## src/rtl/cft_pkg.sv

```systemverilog
package cft_pkg;

   typedef enum logic [2:0] {
      ST_PWR,
      ST_IDLE,
      ST_LEAD,
      ST_HIGH,
      ST_LOWA,
      ST_GAP,
      ST_LATCH,
      ST_TAIL
   } cft_state_t;

   // Round a nanosecond floor up to whole system cycles.
   function automatic int ns_to_cyc(input int ns, input int khz);
      longint prod;
      prod = longint'(ns) * longint'(khz);
      return int'((prod + longint'(999_999)) / longint'(1_000_000));
   endfunction

   function automatic int max_i(input int a, input int b);
      return (a > b) ? a : b;
   endfunction

endpackage

```

## src/rtl/cft_timer.sv

```systemverilog
module cft_timer #(
   parameter int W    = 8,
   parameter int INIT = 0
) (
   input  logic         clk,
   input  logic         rst_n,
   input  logic         load,
   input  logic [W-1:0] load_val,
   input  logic         dec,
   output logic [W-1:0] cnt,
   output logic         zero
);

   always_ff @(posedge clk or negedge rst_n) begin
      if (!rst_n)
         cnt <= W'(INIT);
      else if (load)
         cnt <= load_val;
      else if (dec && (cnt != '0))
         cnt <= cnt - 1'b1;
   end

   assign zero = (cnt == '0);

endmodule

```

## src/rtl/cft_shreg.sv

```systemverilog
module cft_shreg #(
   parameter int W       = 24,
   parameter bit MSB_OUT = 1'b1
) (
   input  logic         clk,
   input  logic         rst_n,
   input  logic         load,
   input  logic [W-1:0] load_val,
   input  logic         shift,
   output logic         bit_out
);

   logic [W-1:0] sh_q;

   generate
      if (MSB_OUT) begin : g_msb
         always_ff @(posedge clk or negedge rst_n) begin
            if (!rst_n)     sh_q <= '0;
            else if (load)  sh_q <= load_val;
            else if (shift) sh_q <= {sh_q[W-2:0], 1'b0};
         end
         assign bit_out = sh_q[W-1];
      end else begin : g_lsb
         always_ff @(posedge clk or negedge rst_n) begin
            if (!rst_n)     sh_q <= '0;
            else if (load)  sh_q <= load_val;
            else if (shift) sh_q <= {1'b0, sh_q[W-1:1]};
         end
         assign bit_out = sh_q[0];
      end
   endgenerate

endmodule

```

## src/rtl/chain_frame_tx.sv

```systemverilog
module chain_frame_tx
   import cft_pkg::*;
#(
   parameter int N_DEV        = 2,
   parameter int CH_PER_DEV   = 12,
   parameter int SYS_CLK_KHZ  = 50_000,
   parameter int CLK_PER_NS   = 800,
   parameter int CLK_HI_NS    = 380,
   parameter int CLK_LO_NS    = 380,
   parameter int SETUP_NS     = 150,
   parameter int HOLD_NS      = 150,
   parameter int GAP_NS       = 200,
   parameter int LATCH_HI_NS  = 380,
   parameter int LATCH_LO_NS  = 380,
   parameter int PWRUP_NS     = 1000
) (
   input  logic                          clk,
   input  logic                          rst_n,
   input  logic                          start,
   input  logic [N_DEV*CH_PER_DEV-1:0]   frame_in,
   output logic                          busy,
   output logic                          done,
   output logic                          ser_clk,
   output logic                          ser_data,
   output logic                          ser_latch,
   output logic                          chain_rst_n
);

   localparam int FRAME_W = N_DEV * CH_PER_DEV;
   localparam int T_HI    = max_i(1, ns_to_cyc(CLK_HI_NS, SYS_CLK_KHZ));
   localparam int T_SU    = max_i(1, ns_to_cyc(SETUP_NS, SYS_CLK_KHZ));
   localparam int T_HD    = ns_to_cyc(HOLD_NS, SYS_CLK_KHZ);
   localparam int T_LO    = max_i(max_i(ns_to_cyc(CLK_LO_NS, SYS_CLK_KHZ),
                                        ns_to_cyc(CLK_PER_NS, SYS_CLK_KHZ) - T_HI),
                                  max_i(T_SU + T_HD, T_SU + 1));
   localparam int T_LOA   = T_LO - T_SU;
   localparam int T_GAP   = max_i(1, ns_to_cyc(GAP_NS, SYS_CLK_KHZ));
   localparam int T_LH    = max_i(1, ns_to_cyc(LATCH_HI_NS, SYS_CLK_KHZ));
   localparam int T_LL    = max_i(1, ns_to_cyc(LATCH_LO_NS, SYS_CLK_KHZ));
   localparam int T_RST   = max_i(1, ns_to_cyc(PWRUP_NS, SYS_CLK_KHZ));
   localparam int T_MAX   = max_i(max_i(max_i(T_HI, T_LO), max_i(T_GAP, T_LH)),
                                  max_i(T_LL, T_RST));
   localparam int TW      = $clog2(T_MAX + 1);
   localparam int BW      = $clog2(FRAME_W + 1);

   // Elaboration-time parameter checks
   generate
      if (N_DEV < 1 || CH_PER_DEV < 1) begin : g_bad_size
         $error("chain_frame_tx: N_DEV and CH_PER_DEV must be positive");
      end
      if (SYS_CLK_KHZ < 1) begin : g_bad_clk
         $error("chain_frame_tx: SYS_CLK_KHZ must be positive");
      end
      if (T_LOA < T_HD || T_LOA < 1) begin : g_bad_low
         $error("chain_frame_tx: low phase cannot hold data long enough");
      end
   endgenerate

   cft_state_t   st, st_nx;
   logic         tm_load;
   logic [TW-1:0] tm_val;
   logic [TW-1:0] tm_cnt;
   logic         tm_zero;
   logic         bc_load, bc_dec;
   logic [BW-1:0] bc_cnt;
   logic         bc_zero;
   logic         sh_load, sh_shift;

   // Phase timer: starts counting the power-up hold straight out of reset.
   cft_timer #(.W(TW), .INIT(T_RST - 1)) u_phase (
      .clk      (clk),
      .rst_n    (rst_n),
      .load     (tm_load),
      .load_val (tm_val),
      .dec      (1'b1),
      .cnt      (tm_cnt),
      .zero     (tm_zero)
   );

   // Bits remaining in the frame.
   cft_timer #(.W(BW), .INIT(0)) u_bits (
      .clk      (clk),
      .rst_n    (rst_n),
      .load     (bc_load),
      .load_val (BW'(FRAME_W)),
      .dec      (bc_dec),
      .cnt      (bc_cnt),
      .zero     (bc_zero)
   );

   // Farthest device's bits lead: shift out from the top of the word.
   cft_shreg #(.W(FRAME_W), .MSB_OUT(1'b1)) u_shift (
      .clk      (clk),
      .rst_n    (rst_n),
      .load     (sh_load),
      .load_val (frame_in),
      .shift    (sh_shift),
      .bit_out  (ser_data)
   );

   always_comb begin
      st_nx    = st;
      tm_load  = 1'b0;
      tm_val   = '0;
      bc_load  = 1'b0;
      bc_dec   = 1'b0;
      sh_load  = 1'b0;
      sh_shift = 1'b0;
      case (st)
         ST_PWR: begin
            if (tm_zero) st_nx = ST_IDLE;
         end
         ST_IDLE: begin
            if (start) begin
               sh_load = 1'b1;
               bc_load = 1'b1;
               tm_load = 1'b1;
               tm_val  = TW'(T_SU - 1);
               st_nx   = ST_LEAD;
            end
         end
         ST_LEAD: begin
            if (tm_zero) begin
               tm_load = 1'b1;
               tm_val  = TW'(T_HI - 1);
               st_nx   = ST_HIGH;
            end
         end
         ST_HIGH: begin
            if (tm_zero) begin
               bc_dec  = 1'b1;
               tm_load = 1'b1;
               if (bc_cnt == BW'(1)) begin
                  tm_val = TW'(T_GAP - 1);
                  st_nx  = ST_GAP;
               end else begin
                  tm_val = TW'(T_LOA - 1);
                  st_nx  = ST_LOWA;
               end
            end
         end
         ST_LOWA: begin
            if (tm_zero) begin
               sh_shift = 1'b1;
               tm_load  = 1'b1;
               tm_val   = TW'(T_SU - 1);
               st_nx    = ST_LEAD;
            end
         end
         ST_GAP: begin
            if (tm_zero) begin
               tm_load = 1'b1;
               tm_val  = TW'(T_LH - 1);
               st_nx   = ST_LATCH;
            end
         end
         ST_LATCH: begin
            if (tm_zero) begin
               tm_load = 1'b1;
               tm_val  = TW'(T_LL - 1);
               st_nx   = ST_TAIL;
            end
         end
         ST_TAIL: begin
            if (tm_zero) st_nx = ST_IDLE;
         end
         default: st_nx = ST_IDLE;
      endcase
   end

   always_ff @(posedge clk or negedge rst_n) begin
      if (!rst_n) begin
         st          <= ST_PWR;
         ser_clk     <= 1'b0;
         ser_latch   <= 1'b0;
         done        <= 1'b0;
         chain_rst_n <= 1'b0;
      end else begin
         st          <= st_nx;
         ser_clk     <= (st_nx == ST_HIGH);
         ser_latch   <= (st_nx == ST_LATCH);
         done        <= (st == ST_TAIL) && (st_nx == ST_IDLE);
         chain_rst_n <= (st_nx != ST_PWR);
      end
   end

   assign busy = (st != ST_IDLE);

   logic unused_ok;
   assign unused_ok = &{1'b0, bc_zero};

endmodule

```

## config.mk

```make
export PLATFORM = sky130hd
export DESIGN_NAME = chain_frame_tx
export DESIGN_NICKNAME = d
export VERILOG_FILES = /design/src/rtl/cft_pkg.sv /design/src/rtl/cft_timer.sv /design/src/rtl/cft_shreg.sv /design/src/rtl/chain_frame_tx.sv
export SDC_FILE = /design/constraint.sdc
export NUM_CORES = 1
export LEC_CHECK = 0
export ABC_AREA = 1
export ABC_CLOCK_PERIOD_IN_PS = 1710
export BUFFER_PORTS_ARGS = -buffer_cell sky130_fd_sc_hd__buf_4
export CELL_PAD_IN_SITES_DETAIL_PLACEMENT = 1
export CELL_PAD_IN_SITES_GLOBAL_PLACEMENT = 1
export CORE_MARGIN = 5
export CORE_UTILIZATION = 42
export CTS_CLUSTER_DIAMETER = 50
export DETAILED_ROUTE_END_ITERATION = 12
export HOLD_SLACK_MARGIN = 0.02
export PLACE_DENSITY = 0.74
export SYNTH_ARGS = -nofsm -noshare
export SYNTH_HDL_FRONTEND = slang
export SYNTH_SLANG_ARGS = --single-unit
```

## constraint.sdc

```tcl
create_clock -name clk -period 1.71 [get_ports clk]
set_input_delay 0.4275 -clock clk [delete_from_list [all_inputs] [get_ports clk]]
set_output_delay 0.4275 -clock clk [all_outputs]
set_load 0.01 [all_outputs]
```

==> out/qor.csv <==
stage;metric;value;unit
sta;Final Cycle Share;95.6;%
setup_path;Critical Path Max Stage Delay;0.55;ns
drt;Final ANT Viol Nets;0;
final_layout;share of post-route cells with drive strength above 1;25.3;%
synth;Yosys reg bits;42;
floorplan;# IOs;33;
floorplan;die width;85.4;um
final_layout;# diodes;0;
sta;Final Hold Fails;0;
synth;netlist area before placement;0.00239;mm2
placement;Post-DP Area;0.00265;mm2
drt;met2 routed WL;2470;um
drt;vias;1889;
setup_path;most used cell, CP;nor2_1;
sta;max-slew violation count;0;
clock_tree;CTS Root Cell;clkbuf_8;
global_routing;initial antenna violation count;0;
setup_path;CP cell instances;inv_1 > ha_1 > nand3_4 > nor2_4 > nor2_8 > inv_8 > nor2_1 > nor2_1;
drt;met1 WL;2380;um
clock_tree;Max H-tree Level;2;
drt;drt initial violations;89;
drt;DR DRC count;0;
final_layout;Synth-to-Final Area Change;16.7;%
synth;share of the synthesized area in the top cell type;40.8;%
final_layout;design area;0.00279;mm2
floorplan;# rows;27;
sta;RSZ-0062 raised after global routing;yes;
clock_tree;Clk pin slew, worst setup/hold paths;0.09;ns
drt;Post-Route WL;5080;um
synth;sequential-to-total area share from yosys stat;44.1;%
pwr;Max VDD drop;0.000421;V
drt;via/cell ratio;4.72;
synth;Mapped Cells;293;
clock_tree;CTS tree;yes;
clock_tree;clk sinks;42;
pwr;Leakage;1.32;nW
synth;ys async rst share;100;%
floorplan;die height;85.4;um
synth;Post-synth EDFFs;0;
sta;Clock Skews;0.00757;ns
setup_path;critical path data required time;1.90;ns
setup_path;Max FO, Critical Path;43;
final_layout;most common cell after layout, fill and taps aside;nand2_1;
sta;max_slew headroom;64.0;%
synth;Most used DFF post-synth;dfrtp_1;
final_layout;most frequent cells in the layout;nand2_1, dfrtp_1, buf_4, inv_1, o21ai_0;
clock_tree;CTS Buffer Depth;2;
synth;syn_area_per_cell;8.16;um2
final_layout;fin util;50.6;%
hold_path;worst hold path type;primary input to asynchronous set/reset pin;
global_routing;GRT Overall Usage;15.0;%
setup_path;CP Launch Type;flop;
synth;top post-synthesis cells by area;dfrtp_1, nand2_1, o21ai_2;
sta;Worst Tran Pin Value;0.539;ns
global_routing;GR Overflow Total;0;
global_routing;largest net degree at the start of global routing;44;
clock_tree;Post-CTS Hold Fix Bufs;0;
synth;post-synthesis net count;325;
synth;Cell variety after synth;30;
clock_tree;worst skew pair latency;0.30;ns
setup_path;critical path arrival;1.82;ns
drt;Wirelength per Cell;12.7;um
synth;Yosys top cell by area;dfrtp_1;
drt;Max Used Layer;met4;
sta;fmax;612;MHz
floorplan;Initial Utilization;43.4;%
synth;Ys Warns;0;
drt;routed wl met3;155;um
setup_path;Critical Path Sink Type;flop;
sta;TNS Setup;0;ns
sta;crit path time final;1.63;ns
final_layout;# nets final;359;
pwr;Power Dens Cells;663;mW/mm2
setup_path;worst setup path class;flop to flop;
setup_path;Max stage delay cell, worst path;dfstp_2;
global_routing;first-pass GRT wire length;8890;um
setup_path;worst r2r path cells;8;
placement;I/O Buffers;32;
run_status;status;finished, final reports clean;
floorplan;Die Area;0.00730;mm2
placement;Final GP Congestion;0.806;
clock_tree;CTS Buf Count;5;
floorplan;CORE AREA;0.00551;mm2
sta;# setup viols final;0;
global_routing;vias in the first global route;1990;
placement;post-DP HPWL;3670;um
drt;first-pass detailed-route iteration total;6;
job;max cap viols;0;
[cell type report]
| cell class | instances | area (um2) |
|---|---|---|
| Fill cell | 684 | 2720 |
| Multi-Input combinational cell | 205 | 1100 |
| Sequential cell | 42 | 1050 |
| Timing Repair Buffer | 36 | 283 |
| Inverter | 37 | 151 |
| Tap cell | 72 | 90.1 |
| Clock buffer | 5 | 68.8 |
| Clock inverter | 3 | 45.0 |
[path summary, 6_finish.rpt]
check | from | endpoint | slack, ns
max | u_phase.cnt[0] | u_phase.cnt[2] | 0.08
min | rst_n | u_bits.cnt[2] | 0.10
max reg2reg | u_phase.cnt[0] | u_phase.cnt[2] | 0.08
min reg2reg | u_phase.cnt[0] | u_phase.cnt[0] | 0.48
max in group asynchronous | rst_n | u_phase.cnt[5] | 1.22
min in group clk | frame_in[0] | u_shift.sh_q[0] | 0.34
[flip-flops by register name, indices dropped and copies added, names as in the netlist]
name          flops
ser_latch         1
chain_rst_n       1
u_bits.cnt        5
ser_clk           1
u_phase.cnt       6
st                3
u_shift.sh_q     24
done              1
[worst max-delay path, delay by kind of cell (launching register included)]
kind                       cells  cell delay, ns
DFF                            1            0.55
and+or+nand+nor                5            0.52
buffers and inverters          2            0.21
adders and majority gates      1            0.25
[power by group]
part | total (mW) | switching, mW | internal, mW
registers | 0.992 | 0 | 0.992
clock network | 0.792 | 0.358 | 0.434
logic | 0.0644 | 0.0276 | 0.0368
[cell usage after synthesis (2+ instances only)]
cell and number:
o21ai_0 27, ha_1 5, o21ai_2 19, nor2_4 4
dfrtp_1 39, nor2_2 2, buf_6 5, nand2_1 101
inv_2 4, xnor2_1 3, inv_1 31, nand3_1 11
dfstp_2 3, a21oi_1 5, o21ai_1 2, nor2_1 15
xor2_1 4
[through the flow]
stage / setup slack (ns) / cells / hold WS, ns / total power, mW
2_1_floorplan: 0.140 / 293 / 0.132 / 1.01
3_3_place_gp: 0.121 / 391 / 0.456 / 1.08
3_5_place_dp: 0.0738 / 391 / 0.458 / 1.08
4_1_cts: 0.0340 / 399 / 0.120 / 1.89
5_1_grt: -0.0299 / 400 / 0.134 / 1.93
6_report: 0.0752 / 400 / 0.103 / 1.85
[per-layer routing]
layer  track usage, %  up-vias
met5                0        -
met2             24.4       18
met3             3.69        5
met1             19.2      880
met4             5.61        0
li1                 -      986
[cell families after synthesis]
| group | Yosys count | synth area share, % |
|---|---|---|
| simple gates | 139 | 25.7 |
| fa+ha+maj | 5 | 2.62 |
| compound gates | 54 | 14.3 |
| xor+xnor | 7 | 2.57 |
| buf+inv | 46 | 10.7 |
| flops | 42 | 44.1 |
[what timing repair did]
action	4_1_cts	5_1_grt
buffers inserted	0	1
gates resized for setup	0	3
endpoints found under the setup margin	0	26
No activity file was read; power rests on OpenSTA's default activity.
